--- config.mk ---
export PLATFORM = sky130hd
export DESIGN_NAME = nmi_aggregator
export DESIGN_NICKNAME = d
export VERILOG_FILES = /design/src/rtl/nmi_aggregator.sv
export SDC_FILE = /design/constraint.sdc
export NUM_CORES = 1
export LEC_CHECK = 0
export ABC_AREA = 1
export BUFFER_PORTS_ARGS = -buffer_cell sky130_fd_sc_hd__clkbuf_2
export CORE_MARGIN = 3
export CORE_UTILIZATION = 35
export DETAILED_ROUTE_END_ITERATION = 6
export HOLD_SLACK_MARGIN = 0.15
export PLACE_DENSITY_LB_ADDON = 0.1
export SYNTH_ARGS = -nofsm -noshare
export SYNTH_HDL_FRONTEND = slang
export SYNTH_SLANG_ARGS = --single-unit
--- constraint.sdc ---
create_clock -name clk -period 0.85 [get_ports clk]
set_clock_uncertainty 0.15 [all_clocks]
set_input_delay 0.0425 -clock clk [delete_from_list [all_inputs] [get_ports clk]]
set_output_delay 0.0425 -clock clk [all_outputs]
set_load 0.1 [all_outputs]
--- src/rtl/nmi_aggregator.sv ---
module nmi_aggregator #(
  parameter int ADDR_W = 2,
  parameter int DATA_W = 8
) (
  input  logic              clk,
  input  logic              rst,
  input  logic              chan_chk_evt,
  input  logic              sys_err_evt,
  input  logic              hub_par_evt,
  input  logic              dev_par_evt,
  input  logic              lpc_par_evt,
  input  logic              wr_en,
  input  logic [ADDR_W-1:0] addr,
  input  logic [DATA_W-1:0] wr_data,
  output logic [DATA_W-1:0] rd_data,
  output logic              nmi_o,
  output logic              smi_o
);
  localparam int SRC_N = 5;
  localparam logic [ADDR_W-1:0] A_EN  = ADDR_W'(0);
  localparam logic [ADDR_W-1:0] A_STS = ADDR_W'(1);
  localparam logic [ADDR_W-1:0] A_CTL = ADDR_W'(2);

  logic [SRC_N-1:0] en_q, sts_q, evt, clr;
  logic             glb_q, route_q, force_q, req;

  assign evt = {lpc_par_evt, dev_par_evt, hub_par_evt, sys_err_evt, chan_chk_evt};
  assign clr = (wr_en && addr == A_STS) ? wr_data[SRC_N-1:0] : '0;
  assign req = glb_q & ((|sts_q) | force_q);

  always_ff @(posedge clk) begin
    if (rst) begin
      en_q    <= '0;
      sts_q   <= '0;
      glb_q   <= 1'b0;
      route_q <= 1'b0;
      force_q <= 1'b0;
      nmi_o   <= 1'b0;
      smi_o   <= 1'b0;
    end else begin
      sts_q <= (sts_q & ~clr) | (evt & en_q);
      if (wr_en && addr == A_EN) en_q <= wr_data[SRC_N-1:0];
      if (wr_en && addr == A_CTL) begin
        glb_q   <= wr_data[0];
        route_q <= wr_data[1];
        force_q <= wr_data[2];
      end
      nmi_o <= req & ~route_q;
      smi_o <= req & route_q;
    end
  end

  always_comb begin
    case (addr)
      A_EN:    rd_data = DATA_W'(en_q);
      A_STS:   rd_data = DATA_W'(sts_q);
      A_CTL:   rd_data = DATA_W'({force_q, route_q, glb_q});
      default: rd_data = '0;
    endcase
  end
endmodule


After elaboration in Yosys (flattened, before gate mapping)
Cells that the tools add are included.

cells by class
  bitwise gates (word level) = 9
  eq/ne operators = 2
  reduce and logical (&&, ||, !) cells = 5
  mux-type cells = 2

operators with widths
  operator                                             number
  one-hot mux 5 bit (3 select lines)                   1
  AND 5 bit                                            2
  2-to-1 mux 5 bit                                     1
  NOT 5 bit                                            1
  bitwise OR 5 bit                                     1
  OR reduction 5 bit                                   1
  AND 1 bit                                            3
  logical AND 1 bit                                    3
  equality test 2 x 1 -> 1 bit, second input constant  1
  equality test 2 bit, second input constant           1
  zero test 2 bit                                      1
  NOT 1 bit                                            1
  bitwise OR 1 bit                                     1

storage, ports and cells
  logic and storage cells = 25
  input port bits = 18
  register bits = 15
  output and inout port bits = 10

Logic depth before layout (Yosys ltp)
Gate-level depths: netlist of run 1.

  depth after elaboration = 6
  mapped depth = 5
  gate-level depth less buffers = 5

Worst setup path after synthesis of run 1
No wires, ideal clock.

  path type = flip-flop to output port
  start point = reg route_q
  end point = out rd_data[1]
  arrival time = 1.840 ns
  setup slack = -1.182 ns
  path buffers = 0
  cell stages (with the launch flop) = 3
  required time = 0.657 ns
  cells stage by stage = dfxtp_1 > inv_1 > o211ai_1

between the ends
  longest elaborated chain between the ends = 1

RTL lines
  item                                RTL line  text
  from (decl)                         25        logic glb_q, route_q, force_q, req;
  from (signal assigned)              45        route_q <= wr_data[1];
  one-hot mux 5 bit (3 select lines)  54        case (addr)
  to (decl)                           15        output logic [DATA_W-1:0] rd_data,

Every way passes these cells.

Worst setup path after layout of run 1
  start point = reg force_q
  end point = out rd_data[2]

between the ends
  longest elaborated chain between the ends = 1

RTL lines
  item                                RTL line  text
  from (decl)                         25
  from (signal assigned)              46        force_q <= wr_data[2];
  one-hot mux 5 bit (3 select lines)  54

Every way passes these cells.

==> results.md, run 1 <==
* Core area at 1800 sq um
* Max Cap Viol at 0
* Status: finished with violations
* Total CTS buffers at 3
* Via count at 807
* Combinational share of power at 29.9%
* Avg Inst Size Synth at 7.32 sq um
* Area Growth Syn to Fin at 83.5%
* Startpoint types: flip-flop
* Power density over the cells at 1300 nW/um^2
* Ports at 28
* Layout Nets at 165
* Fin crit share at 164%
* Final Hold Vio Count at 11
* Final WL at 2180 microns
* Yosys cell types at 17
* CTS tree: built
* Worst-path cell chain: inv_2 -> o211ai_1 -> buf_12
* Initial DRC Count at 15
* Skew-Pair Late Insertion Delay at 0.29 ns
* Int Power at 1.11 mW
* Root buf cell: clkbuf_4
* Maximum VDD drop at 0.00102 V
* Worst Reg2Reg Path Length in Cells at 6
* Clock Sinks at 15
* DRC viols at 0
* Mapped Cells at 96
* Die Y at 50.8 microns
* RSZ-0062 raised after global routing: true
* Number of H-tree branching levels at 1
* Ys Warns at 0
* Final setup margin at -0.547 ns
* Endpoint class of the critical path: output port
* First-pass GRT wire length at 3420 microns
* Setup TNS at -3.18 ns
* Die width at 50.8 microns
* Site row count at 15
* Period minus WS final at 1.40 ns
* Peak Freq at 716 MHz
* PortBufs at 21
* Seq cells post-synth at 15
* Number of fill cells at 150
* Required time worst endpoint at 0.66 ns
* Vias in the first global route at 800
* Layout cells sized above 1 at 58.2%
* Final slew viol count at 0
* Via-per-instance ratio at 4.72
* Sequential Power Share at 45.3%
* CP peak stage delay at 0.35 ns
* Failing checks: negative hold slack, negative setup slack
* Final instance area at 1290 sq um
* Die area at 2580 sq um
* Initial antenna violation count at 0
* Worst Path Arrival at 1.20 ns
* WL/cell at 12.8 microns
* CP max stage cell: dfxtp_2
* Clock share of power at 24.8%
* Initial cell density of the core at 39.0%
* GPL Wtd Cong at 0.898
* GRT Util Overall at 17.8%
* Placed inst area at 1090 sq um
* WS Path Type: flip-flop to output port
* Worst-path clk slew at 0.10 ns
* Sw frac at 33.6%
* First-pass DRT Iterations at 4
* Hold Worst Slack at -0.121 ns
* Min-delay worst type: primary input to flip-flop
* Count of final setup violators at 14
* Largest net degree at the start of global routing at 10
* Total gr overflow at 0
* Multi-input gate area in the final layout at 440 sq um
* Leakage power at 0.587 nW
* Clock buffer depth at 2
* Hold path cells at 3
* Detailed Place HPWL at 1570 microns
* Pre-CTS setup slack at -0.254 ns
* DRT antenna net count at 0
* Net Switching at 563 uW
* Sequential area share after synthesis at 42.7%
* Maximum fanout along the worst path at 2
* Ant. Diodes at 0
* Post-synthesis instance area at 703 sq um
* Register Area at 315 sq um
## stage by stage
stage          hold slack (ns)  util (%)  std cells  power (mW)
4_1_cts                 -0.129      67.6        171        1.65
2_1_floorplan          -0.0384         -         98        1.01
3_5_place_dp             0.137      60.6        159        1.20
3_3_place_gp             0.129      60.6        159        1.19
6_report                -0.121      71.6        171        1.68
5_1_grt                 -0.111      71.6        171        1.77
## power groups by stage
| stage | logic [mW] | clock network (mW) | registers (mW) |
|---|---|---|---|
| 6_report | 0.501 | 0.416 | 0.759 |
| 4_1_cts | 0.464 | 0.427 | 0.755 |
| 3_5_place_dp | 0.427 | 0 | 0.771 |
| 3_3_place_gp | 0.423 | 0 | 0.771 |
| 5_1_grt | 0.532 | 0.470 | 0.763 |
| 2_1_floorplan | 0.239 | 0 | 0.774 |
## critical path, delay by kind of cell, from the launching register on
family | cells | cell delay, ns
buffers and inverters | 2 | 0.26
AO/OA/AOI/OAI | 1 | 0.30
flip-flops | 1 | 0.35
## per-layer routing
metal / GRT usage [%] / wire, microns
met1: 21.7 / 978
met3: 4.66 / 108
met4: 8.52 / 34
met5: 0 / 0
met2: 28.9 / 1060
## flip-flops by register name, indices dropped and copies added (netlist names)
name / cells
force_q: 1
sts_q: 5
route_q: 1
nmi_o: 1
glb_q: 1
en_q: 5
smi_o: 1
## layout make-up
class / instances / share of cell area [%]
Clock buffer: 3 / 1.75
Timing Repair Buffer: 47 / 34.6
Tap cell: 25 / 2.42
Clock inverter: 1 / 0.388
Sequential cell: 15 / 24.4
Inverter: 7 / 2.23
Multi-Input combinational cell: 73 / 34.1
## placed cells by master, fill, tap and decap left out, types with 5 or more instances in the layout
cell,count
nand2_1,16
clkbuf_2,14
buf_6,7
inv_2,5
dlygate4sd3_1,6
dfxtp_2,12
nand2_2,5
buf_12,7
nor2_1,17
buf_4,13
nand4_1,5
## synthesized netlist by cell type, drive strengths merged
master,instances,area [sq um]
nand3,3,27.5
nand2,24,97.6
o21ai,5,25.0
inv,7,28.8
nor2,23,101
o211ai,3,22.5
dfxtp,15,300
a21oi,5,25.0
nand4,5,31.3
a22o,2,17.5
conb,1,3.75
buf,3,22.5
## final timing paths
path / endpoint / from / slack (ns)
setup / recovery: rd_data[2] / force_q / -0.55
hold reg to reg: nmi_o / route_q / 0.26
hold / removal: en_q[4] / wr_data[4] / -0.12
setup reg to reg: force_q / force_q / -0.16
## cell families after synthesis
kind of cell           count (synthesis)  synth area share, %
AOI/OAI and AO/OA                     15                 12.8
buffers and inverters                 10                 7.30
DFF                                   15                 42.7
other                                  1                0.533
and+or+nand+nor                       55                 36.7
## what timing repair did
| item | 4_1_cts | 5_1_grt |
|---|---|---|
| endpoints found under the hold margin | 15 | 15 |
| pin swaps | 3 | 18 |
| hold buffers | 7 | 1 |
| gates resized for setup | 9 | 25 |
| buffers inserted | 2 | 3 |
| setup endpoints to repair | 15 | 22 |
Power figures use the tool's default switching activity.
==> run 2: changes to the inputs <==
--- a/config.mk
+++ b/config.mk
@@ -8,7 +8,7 @@
 export ABC_AREA = 1
 export BUFFER_PORTS_ARGS = -buffer_cell sky130_fd_sc_hd__clkbuf_2
 export CORE_MARGIN = 3
-export CORE_UTILIZATION = 35
+export CORE_UTILIZATION = 41
 export DETAILED_ROUTE_END_ITERATION = 6
 export HOLD_SLACK_MARGIN = 0.15
 export PLACE_DENSITY_LB_ADDON = 0.1
==> results.md, run 2 (synthesized netlist as in run 1, its figures left out) <==
* GPL Wtd Cong at 0.878 (-2.2%)
* Max Cap Viol at 0 (unchanged)
* Inst Count DP at 147 (-7.5%)
* DRT antenna net count at 0 (unchanged)
* First-pass DRT Iterations at 4 (unchanged)
* Leakage power at 0.533 nW (-9.2%)
* Worst setup path endpoint: rd_data[1]
* Via-per-instance ratio at 5.08 (+7.6%)
* First-pass GRT wire length at 3280 microns (-4.0%)
* Period minus WS final at 1.37 ns (-0.0241 ns)
* WS Path Type: flip-flop to output port
* CTS tree: built
* Core area at 1560 sq um (-13%)
* Setup TNS at -2.98 ns (+0.206 ns)
* Ant. Diodes at 0 (unchanged)
* Required time worst endpoint at 0.66 ns (about the same)
* Power density over the cells at 1390 nW/um^2 (+7.3%)
* Layout Nets at 160 (-3.0%)
* RSZ-0062 raised after global routing: true
* Largest net degree at the start of global routing at 10 (unchanged)
* Final setup margin at -0.523 ns (+0.0241 ns)
* Failing checks: negative hold slack, negative setup slack
* Via count at 797 (-1.2%)
* Startpoint types: flip-flop
* Maximum VDD drop at 0.00122 V (+19%)
* Skew-Pair Late Insertion Delay at 0.29 ns (about the same)
* Die area at 2250 sq um (-13%)
* Site row count at 14 (-1)
* Worst Reg2Reg Path Length in Cells at 6 (unchanged)
* CTS Hold Bufs at 7 (unchanged)
* Final Hold Vio Count at 13 (+2)
* Min-delay worst type: primary input to flip-flop
* Final WL at 2040 microns (-6.6%)
* Die width at 47.4 microns (-6.7%)
* Detailed Place HPWL at 1420 microns (-9.4%)
* Clock buffer depth at 2 (unchanged)
* Final slew viol count at 0 (unchanged)
* Die Y at 47.4 microns (-6.7%)
* Hold Worst Slack at -0.134 ns (-0.0122 ns)
* Total CTS buffers at 3 (unchanged)
* Vias in the first global route at 776 (-3.0%)
* Peak Freq at 728 MHz (+1.8%)
* Worst Path Arrival at 1.18 ns (-0.02 ns)
* Overall power at 1.65 mW (-1.6%)
* Area Growth Syn to Fin at 68.3%
* Reg2Reg Setup Slack at -0.22 ns (-0.06 ns)
* Layout cells sized above 1 at 51.1% (-7.2 points)
* Most frequent standard cell in the layout excluding fill and tap cells: nand2_1
* Most frequent cells in the layout: nand2_1, nor2_1, clkbuf_2
* Largest regs: en_q x5, sts_q x5
* Initial antenna violation count at 0 (unchanged)
* DRC viols at 0 (unchanged)
* Maximum fanout along the worst path at 2 (unchanged)
* PortBufs at 21 (unchanged)
* Root buf cell: clkbuf_4
* Status: finished with violations
* RR Startpoint: route_q
* Count of final setup violators at 11 (-3)
* Fin crit share at 162% (-2.8 points)
* Initial DRC Count at 7 (-8)
* GRT Util Overall at 20.7% (+2.9 points)
* Endpoint class of the critical path: output port
* Crit path from: route_q
* RR Endpoint: route_q
* Finished Layout Cells at 157 (-8.2%)
* Clock Sinks at 15 (unchanged)
* Worst-path clk slew at 0.10 ns (about the same)
* Initial cell density of the core at 45.1% (+6.1 points)
* Number of H-tree branching levels at 1 (unchanged)
* Total gr overflow at 0 (unchanged)
* Ports at 28 (unchanged)
* Pre-CTS setup slack at -0.235 ns (+0.0189 ns)
* WL/cell at 13.0 microns (+1.7%)
run 2: what timing repair did:
item / in CTS / in global routing
hold endpoints to repair: 15 / 15
setup buffers: 0 / 1
endpoints found under the setup margin: 11 / 19
pin swaps: 2 / 9
cloned: 0 / 0
gates resized for setup: 7 / 11
run 2: worst min-delay path by stage:
stage           startpoint  endpoint  cells after the start
6_report        wr_data[0]     glb_q                      3
4_1_cts         wr_data[4]   en_q[4]                      3
3_3_place_gp   lpc_par_evt  sts_q[4]                      3
2_1_floorplan          rst  sts_q[0]                      1
3_5_place_dp   dev_par_evt  sts_q[3]                      3
5_1_grt         wr_data[0]     glb_q                      3
run 2: critical path: stages, from the launching register on:
cell and delay [ns]:
dfxtp_2 0.36, inv_2 0.04, o211ai_1 0.27, buf_12 0.22
run 2: layer usage:
layer / wire (microns) / GRT usage (%) / part of all wire [%]
met1: 896 / 26.4 / 44
met2: 983 / 35.8 / 48
met3: 124 / 3.76 / 6.1
met4: 31 / 4.97 / 1.5
met5: 0 / 0 / 0
run 2: final cells by class:
class	instances	area (sq um)
tap	16	20.0
multi-input combinational	73	398
sequential	15	315
clock buffer	4	26.3
timing repair buffer	42	395
inverter	7	28.8
fill	126	375
run 2: report_power, final:
group / internal, mW / switching (mW)
registers: 0.736 / 0.0244
clock network: 0.182 / 0.249
logic: 0.178 / 0.279
run 2: per-stage QoR:
stage               area (sq um)  util [%]
finish                      1180      75.9
global route                1180      75.9
CTS                         1170      75.0
detailed placement          1060      67.8
global placement            1060      67.8
floorplan                    737         -
